**config.mk**
```make
export PLATFORM = sky130hd
export DESIGN_NAME = sysctl_regfile
export DESIGN_NICKNAME = d
export VERILOG_FILES = /design/src/rtl/sysctl_regfile.sv
export SDC_FILE = /design/constraint.sdc
export NUM_CORES = 2
export LEC_CHECK = 0
export ABC_CLOCK_PERIOD_IN_PS = 1800
export BUFFER_PORTS_ARGS = -buffer_cell sky130_fd_sc_hd__buf_4
export CAP_MARGIN = 20
export CORE_MARGIN = 4
export CORE_UTILIZATION = 50
export DETAILED_ROUTE_END_ITERATION = 8
export MAX_ROUTING_LAYER = met4
export PLACE_DENSITY = 0.68
export SYNTH_ARGS = -nofsm -noshare
export SYNTH_HDL_FRONTEND = slang
export SYNTH_SLANG_ARGS = --single-unit
```
**constraint.sdc**
```tcl
create_clock -name clk -period 1.8 [get_ports clk]
set_clock_uncertainty 0.05 [all_clocks]
set_input_delay 0 -clock clk [delete_from_list [all_inputs] [get_ports clk]]
set_output_delay 0 -clock clk [all_outputs]
set_load 0.05 [all_outputs]
```
**src/rtl/sysctl_regfile.sv**
```systemverilog
module sysctl_regfile #(
  parameter int          DATA_W         = 32,
  parameter int          NUM_WORDS      = 64,
  parameter int          ADDR_W         = 10,
  parameter int          DIV_A          = 2,
  parameter int          DIV_B          = 2,
  parameter int          CLKCTL_IDX     = 18,
  parameter int          PLL_LO_IDX     = 37,
  parameter int          PLL_STAT_IDX   = 38,
  parameter int          REMAP_SRAM_IDX = 0,
  parameter int          REMAP_DDR_IDX  = 1,
  parameter int          REMAP_NVM_IDX  = 4,
  parameter logic [31:0] PLL_LO_RST     = 32'h021A_2358,
  parameter logic [31:0] PLL_STAT_RST   = 32'h0000_0003
) (
  input  logic              clk,
  input  logic              rst_n,
  input  logic              psel,
  input  logic              penable,
  input  logic              pwrite,
  input  logic [ADDR_W-1:0] paddr,
  input  logic [DATA_W-1:0] pwdata,
  output logic [DATA_W-1:0] prdata,
  output logic              rd_vld,
  output logic              err
);

  localparam int IDX_W = ADDR_W - 2;
  localparam int SEL_W = $clog2(NUM_WORDS);

  function automatic bit legal_div(int d);
    return (d >= 1) && (d <= 32) && ((d & (d - 1)) == 0);
  endfunction

  function automatic int div_code(int d);
    int tz = 0;
    for (int b = 0; b < 6; b++)
      if (d == (1 << b)) tz = b;
    return (d < 8) ? tz : tz + 1;
  endfunction

  localparam logic [DATA_W-1:0] CLKCTL_RST =
    DATA_W'((div_code(DIV_A) << 5) | (div_code(DIV_B) << 2));

  function automatic logic [DATA_W-1:0] reset_word(int i);
    if (i == CLKCTL_IDX)   return CLKCTL_RST;
    if (i == PLL_LO_IDX)   return DATA_W'(PLL_LO_RST);
    if (i == PLL_STAT_IDX) return DATA_W'(PLL_STAT_RST);
    return '0;
  endfunction

  function automatic bit locked(int i);
    return (i == PLL_STAT_IDX) || (i == REMAP_SRAM_IDX) ||
           (i == REMAP_DDR_IDX) || (i == REMAP_NVM_IDX);
  endfunction

  if (!legal_div(DIV_A) || !legal_div(DIV_B)) begin : g_bad_div
    $error("divisor parameters must be powers of two no larger than 32");
  end

  logic [IDX_W-1:0] idx;
  logic             acc;
  logic             in_rng;
  logic             wr_hit;
  logic [1:0]       unused_lsb;

  assign idx        = paddr[ADDR_W-1:2];
  assign unused_lsb = paddr[1:0];
  assign acc        = psel & penable;
  assign in_rng     = (int'(idx) < NUM_WORDS);
  assign wr_hit     = acc & pwrite & in_rng;

  logic [NUM_WORDS-1:0][DATA_W-1:0] words;

  for (genvar i = 0; i < NUM_WORDS; i++) begin : g_word
    localparam logic [DATA_W-1:0] RV = reset_word(i);
    if (locked(i)) begin : g_ro
      assign words[i] = RV;
    end else begin : g_rw
      logic [DATA_W-1:0] q;
      always_ff @(posedge clk or negedge rst_n) begin
        if (!rst_n)
          q <= RV;
        else if (wr_hit && (int'(idx) == i))
          q <= pwdata;
      end
      assign words[i] = q;
    end
  end

  always_ff @(posedge clk or negedge rst_n) begin
    if (!rst_n) begin
      prdata <= '0;
      rd_vld <= 1'b0;
      err    <= 1'b0;
    end else begin
      rd_vld <= acc & ~pwrite;
      err    <= acc & ~in_rng;
      if (acc && !pwrite)
        prdata <= in_rng ? words[idx[SEL_W-1:0]] : '0;
    end
  end

endmodule

```
Word level (Yosys, flattened, before mapping). Index checks and enable logic that the tools add are counted.

Register bits after elaboration: 1954. Bits of input ports: 47. Output and inout port bits: 34. Word-level logic and storage cells: 197.

$lt $le $gt $ge: 2. Eq/ne operators: 60. Muxes and demuxes: 3. Bitwise logic cells: 7. Reductions and logical operators: 62.

Operator list (count): 8-bit by 7-bit equality test with 1-bit output, second input constant (31); 32-bit binary-select mux with 6-bit select (1); 8-bit by 6-bit equality test with 1-bit output, second input constant (16); 8-bit by 5-bit equality test with 1-bit output, second input constant (8); 32-bit two-way mux (2); 1-bit logical AND (61); 8-bit by 4-bit equality test with 1-bit output, second input constant (3); 8-bit by 3-bit equality test with 1-bit output, second input constant (2); 8-bit by 7-bit < comparator with 1-bit output, second input constant (1); 6-bit by 7-bit < comparator with 1-bit output, second input constant (1); 1-bit AND (5); 1-bit inverter (2); 1-bit logical NOT (1).

Depth between registers and ports, before layout.
Depth in word-level cells: 4. Gate-level depth with buffers: 12. Mapped depth without buffers: 6.

Least setup slack after synthesis. No wires, ideal clock.

Path type: input to register. Start point: input port paddr[2]. End point: register prdata[17]. Arrival time: 1.756 ns. Path slack: -0.127 ns. Stages: 9. Path buffers: 4. Cells stage by stage: buf_4 -> buf_6 -> buf_4 -> buf_2 -> mux4_2 -> a221oi_1 -> o21ai_0 -> nand3_1 -> nand2_1.

Cells in the longest elaborated chain, start to end: 3. Elaborated cells between the ends (all ways): 4. Those cells by class: 1 x order compare; 3 x mux.

Ends and longest elaborated chain: start: declaration (RTL line 21) `input logic [ADDR_W-1:0] paddr,`; 32-bit binary-select mux with 6-bit select (RTL line 100) `prdata <= in_rng ? words[idx[SEL_W-1:0]] : '0;`; 32-bit two-way mux (not written as such) (RTL line 100); 32-bit two-way mux (*) (RTL line 100); end signal: assignment (RTL line 100); end: declaration (RTL line 23) `output logic [DATA_W-1:0] prdata,`.

Mark *: on every way between the ends. The rest lies on a longest branch, timed or not. The select of a mux whose other input is x is not followed. A chain may end at the register's enable or synchronous reset.

Worst setup path in the final report.
Start point: register g_word[44].g_rw.q[26]. End point: register prdata[26].

Cells in the longest elaborated chain, start to end: 3.

Ends and longest elaborated chain: start: declaration (RTL line 80) `logic [DATA_W-1:0] q;`; start signal: assignment (RTL line 85) `q <= pwdata;`; 32-bit binary-select mux with 6-bit select (RTL line 100); 32-bit two-way mux (not written as such) (RTL line 100); 32-bit two-way mux (RTL line 100).

Every way passes these cells. The select of a mux whose other input is x is not followed.

==> flow_summary.yaml <==
clock_network:
  numCtsBuffers: 204
  htree_levels: 4
  cts_tree: "yes"
  cts.sinks: 1954
  clk_latency_ns: 0.84
  clkTransAtPathRegs_ns: 0.06
  clock_path_buffers: 3
  clockRootBuffer: "clkbuf_16"
pwr:
  totalPowerFinal_uw: 94400
  p_leak_uw: 0.0520
  p_switching_uw: 22100
  pwr-share-clk_pct: 45.7
  internal_power_uw: 72300
  ir_drop_uv: 867
  power_frac_seq_pct: 47.6
  powerDensity_nw_per_um2: 901
  combPwrFrac_pct: 6.7
  p_sw_share_pct: 23.5
sta:
  tns_ns: -1.65
  period_needed_ns: 2.04
  rsz0062_at_grt: "true"
  timing.hold.ws_ns: 0.0105
  relSlewSlack_pct: 40.8
  fmax_ghz: 0.490
  worst_slew_pin_slew_ns: 0.885
  setup_violations: 21
  setup_ws_ns: -0.242
  maxSlewViolCount: 0
  finalHoldViolations: 0
  period_share_pct: 113
drt:
  via_count: 54500
  wl_um: 266000
  post-route-drc-count: 0
  viasPerCell: 6.28
  drt_iter0_drc: 4545
  drtPass1Iterations: 6
  wire_per_inst_um: 30.7
  ant_nets: 0
worst_setup_path:
  reg2reg_setup_slack_ns: -0.24
  critPathCaptureType: "flop"
  path_common_cell: "mux4_2"
  worstPathCellList: "mux4_2 > mux4_2 > a22oi_2 > nand3_1"
  slowest_stage: "mux4_2"
  crit_type: "reg2reg"
  critPathLaunchType: "flop"
  path_buf_inv: 0
  critical_path.top_delay_family: "multiplexers"
  worst-path-max-fanout: 2
  critPathRequiredTime_ns: 2.45
  critical_path_arrival_ns: 2.69
  slowest_delay_ns: 0.56
floorplan:
  row_count: 154
  die_w_um: 428
  dieArea_sq_um: 183000
  start_util_pct: 50.2
  core_sq_um: 176000
  die_h_um: 428
  io_pins: 81
final_layout:
  nFillCells: 13400
  multi_input_comb_area_sq_um: 37600
  final_layout_size_suffix_gt1_share_pct: 53.8
  layout.nets: 6196
  layout_commonest_cell: "dfrtp_1"
  fin_util_pct: 59.5
  seqCellArea_sq_um: 48900
  final_cell_mix: "dfrtp_1 (1,940), mux2_2 (1,816), buf_4 (489)"
  area_growth_pct: 18.5
synthesis:
  netlist_area_sq_um: 88300
  yosys.area.top_type: "dfrtp_1"
  synth_flop_cell: "dfrtp_1"
  yosysTopAreaCellShare_pct: 55.0
  ys_ff_latch: 1954
  synth_nets: 5816
  post_synth_num_cell_types: 51
  avgSynthCellArea_sq_um: 15.3
  async_flop_share_pct: 100
  yosys_warnings: 0
  syn_inst: 5769
  synth_edf_count: 0
  synthTopCellsByArea: "dfrtp_1 (55%), mux2_2 (23%), mux4_2 (9.8%)"
  ys_seq_area_share_pct: 55.4
flow_run:
  maxCapViolCount: 0
global_route:
  antenna_found_initial: 5
  grt_overflow: 0
  grt_max_degree: 108
  grt_pass1_vias: 57300
  track_usage_pct: 29.9
  grt_pass1_wl_um: 396000
hold_path:
  min_path_type: "in2reg"
place:
  globalplace.congestion: 0.884
  dpl_worst_slack_ns: -0.758
  dp_hpwl_um: 172000
  port-buffer-count: 78
outcome:
  status: "complete, but fails checks"
  failed_checks: "negative setup slack"
final cells by class:
type / count / area share [%]
Multi-Input combinational cell: 3234 / 35.9
Timing Repair Buffer: 751 / 7.98
Clock buffer: 327 / 5.89
Clock inverter: 57 / 0.687
Sequential cell: 1954 / 46.7
Inverter: 4 / 0.0167
Tap cell: 2340 / 2.80
Antenna cell: 5 / 0.0119
power by group through the flow:
stage,Clock [uW],Sequential [uW],Combinational (uW)
global placement,0,45700,6080
finish,43100,45000,6320
CTS,43700,45000,6330
global route,45500,45000,6770
floorplan,0,45700,2810
detailed placement,0,45800,6170
cells by family (layout without fill, tap and decap cells):
kind of cell | count (synthesis) | count (layout) | synth area share, %
mux | 2524 | 2524 | 36.9
compound gates | 386 | 386 | 3.04
simple gates | 324 | 324 | 1.69
flops | 1954 | 1954 | 55.4
buf+inv | 581 | 1139 | 3.05
other cells | 0 | 5 | 0
metrics by stage:
step,area [sq um],std cells
3_5_place_dp,96800,8238
5_1_grt,105000,8670
3_3_place_gp,96800,8238
4_1_cts,104000,8669
6_report,105000,8672
2_1_floorplan,88500,5769
sequential cells by signal, indices dropped and copies added, names as in the netlist:
register / cells
err: 1
g_word.g_rw.q: 1920
prdata: 32
rd_vld: 1
what timing repair did:
action | 4_1_cts | 5_1_grt
endpoints found under the setup margin | 31 | 624
hold endpoints to repair | 3889 | 1
hold buffers | 50 | 1
setup buffers | 0 | 6
pin swaps | 35 | 34
resized for setup | 73 | 55
tightest hold or removal path: stages:
cell     delay, ns
buf_4         0.18
buf_4         0.23
nand3_1       0.11
a311o_1       0.22
a22oi_1       0.09
path summary, 6_finish.rpt:
kind	start	end	cells past startpoint
min reg2reg	g_word[42].g_rw.q[20]$_DFFE_PN0P_	g_word[42].g_rw.q[20]$_DFFE_PN0P_	1
min in group asynchronous	rst_n	g_word[17].g_rw.q[14]$_DFFE_PN0P_	4
max	g_word[44].g_rw.q[26]$_DFFE_PN0P_	prdata[26]$_DFFE_PN0P_	4
min	paddr[4]	prdata[2]$_DFFE_PN0P_	5
max reg2reg	g_word[44].g_rw.q[26]$_DFFE_PN0P_	prdata[26]$_DFFE_PN0P_	4
max in group asynchronous	rst_n	g_word[37].g_rw.q[17]$_DFFE_PN1P_	5
metal layers:
metal	part of all wire, %	vias up	track usage, %
li1	-	22300	-
met1	42	29800	40.1
met2	48	1822	46.5
met3	6.0	544	4.43
met4	4.5	0	11.5
met5	0	-	-
cells in the mapped netlist (8+ instances only):
cell and n:
buf_6 18, a22oi_1 92, o22ai_1 30, clkbuf_1 284, a221oi_1 56, a32oi_1 8, o211ai_1 8, mux2_1 167
mux2i_1 156, nand3_1 116, mux2_2 1816, nand2_1 107, o221ai_1 9, a22o_1 17, mux4_2 385, buf_1 41
a21oi_1 61, dfstp_2 12, buf_2 201, nor2b_1 9, buf_4 33, dfrtp_1 1942, nor2_1 53, o21ai_0 68
(Power assumes the default switching activity.)
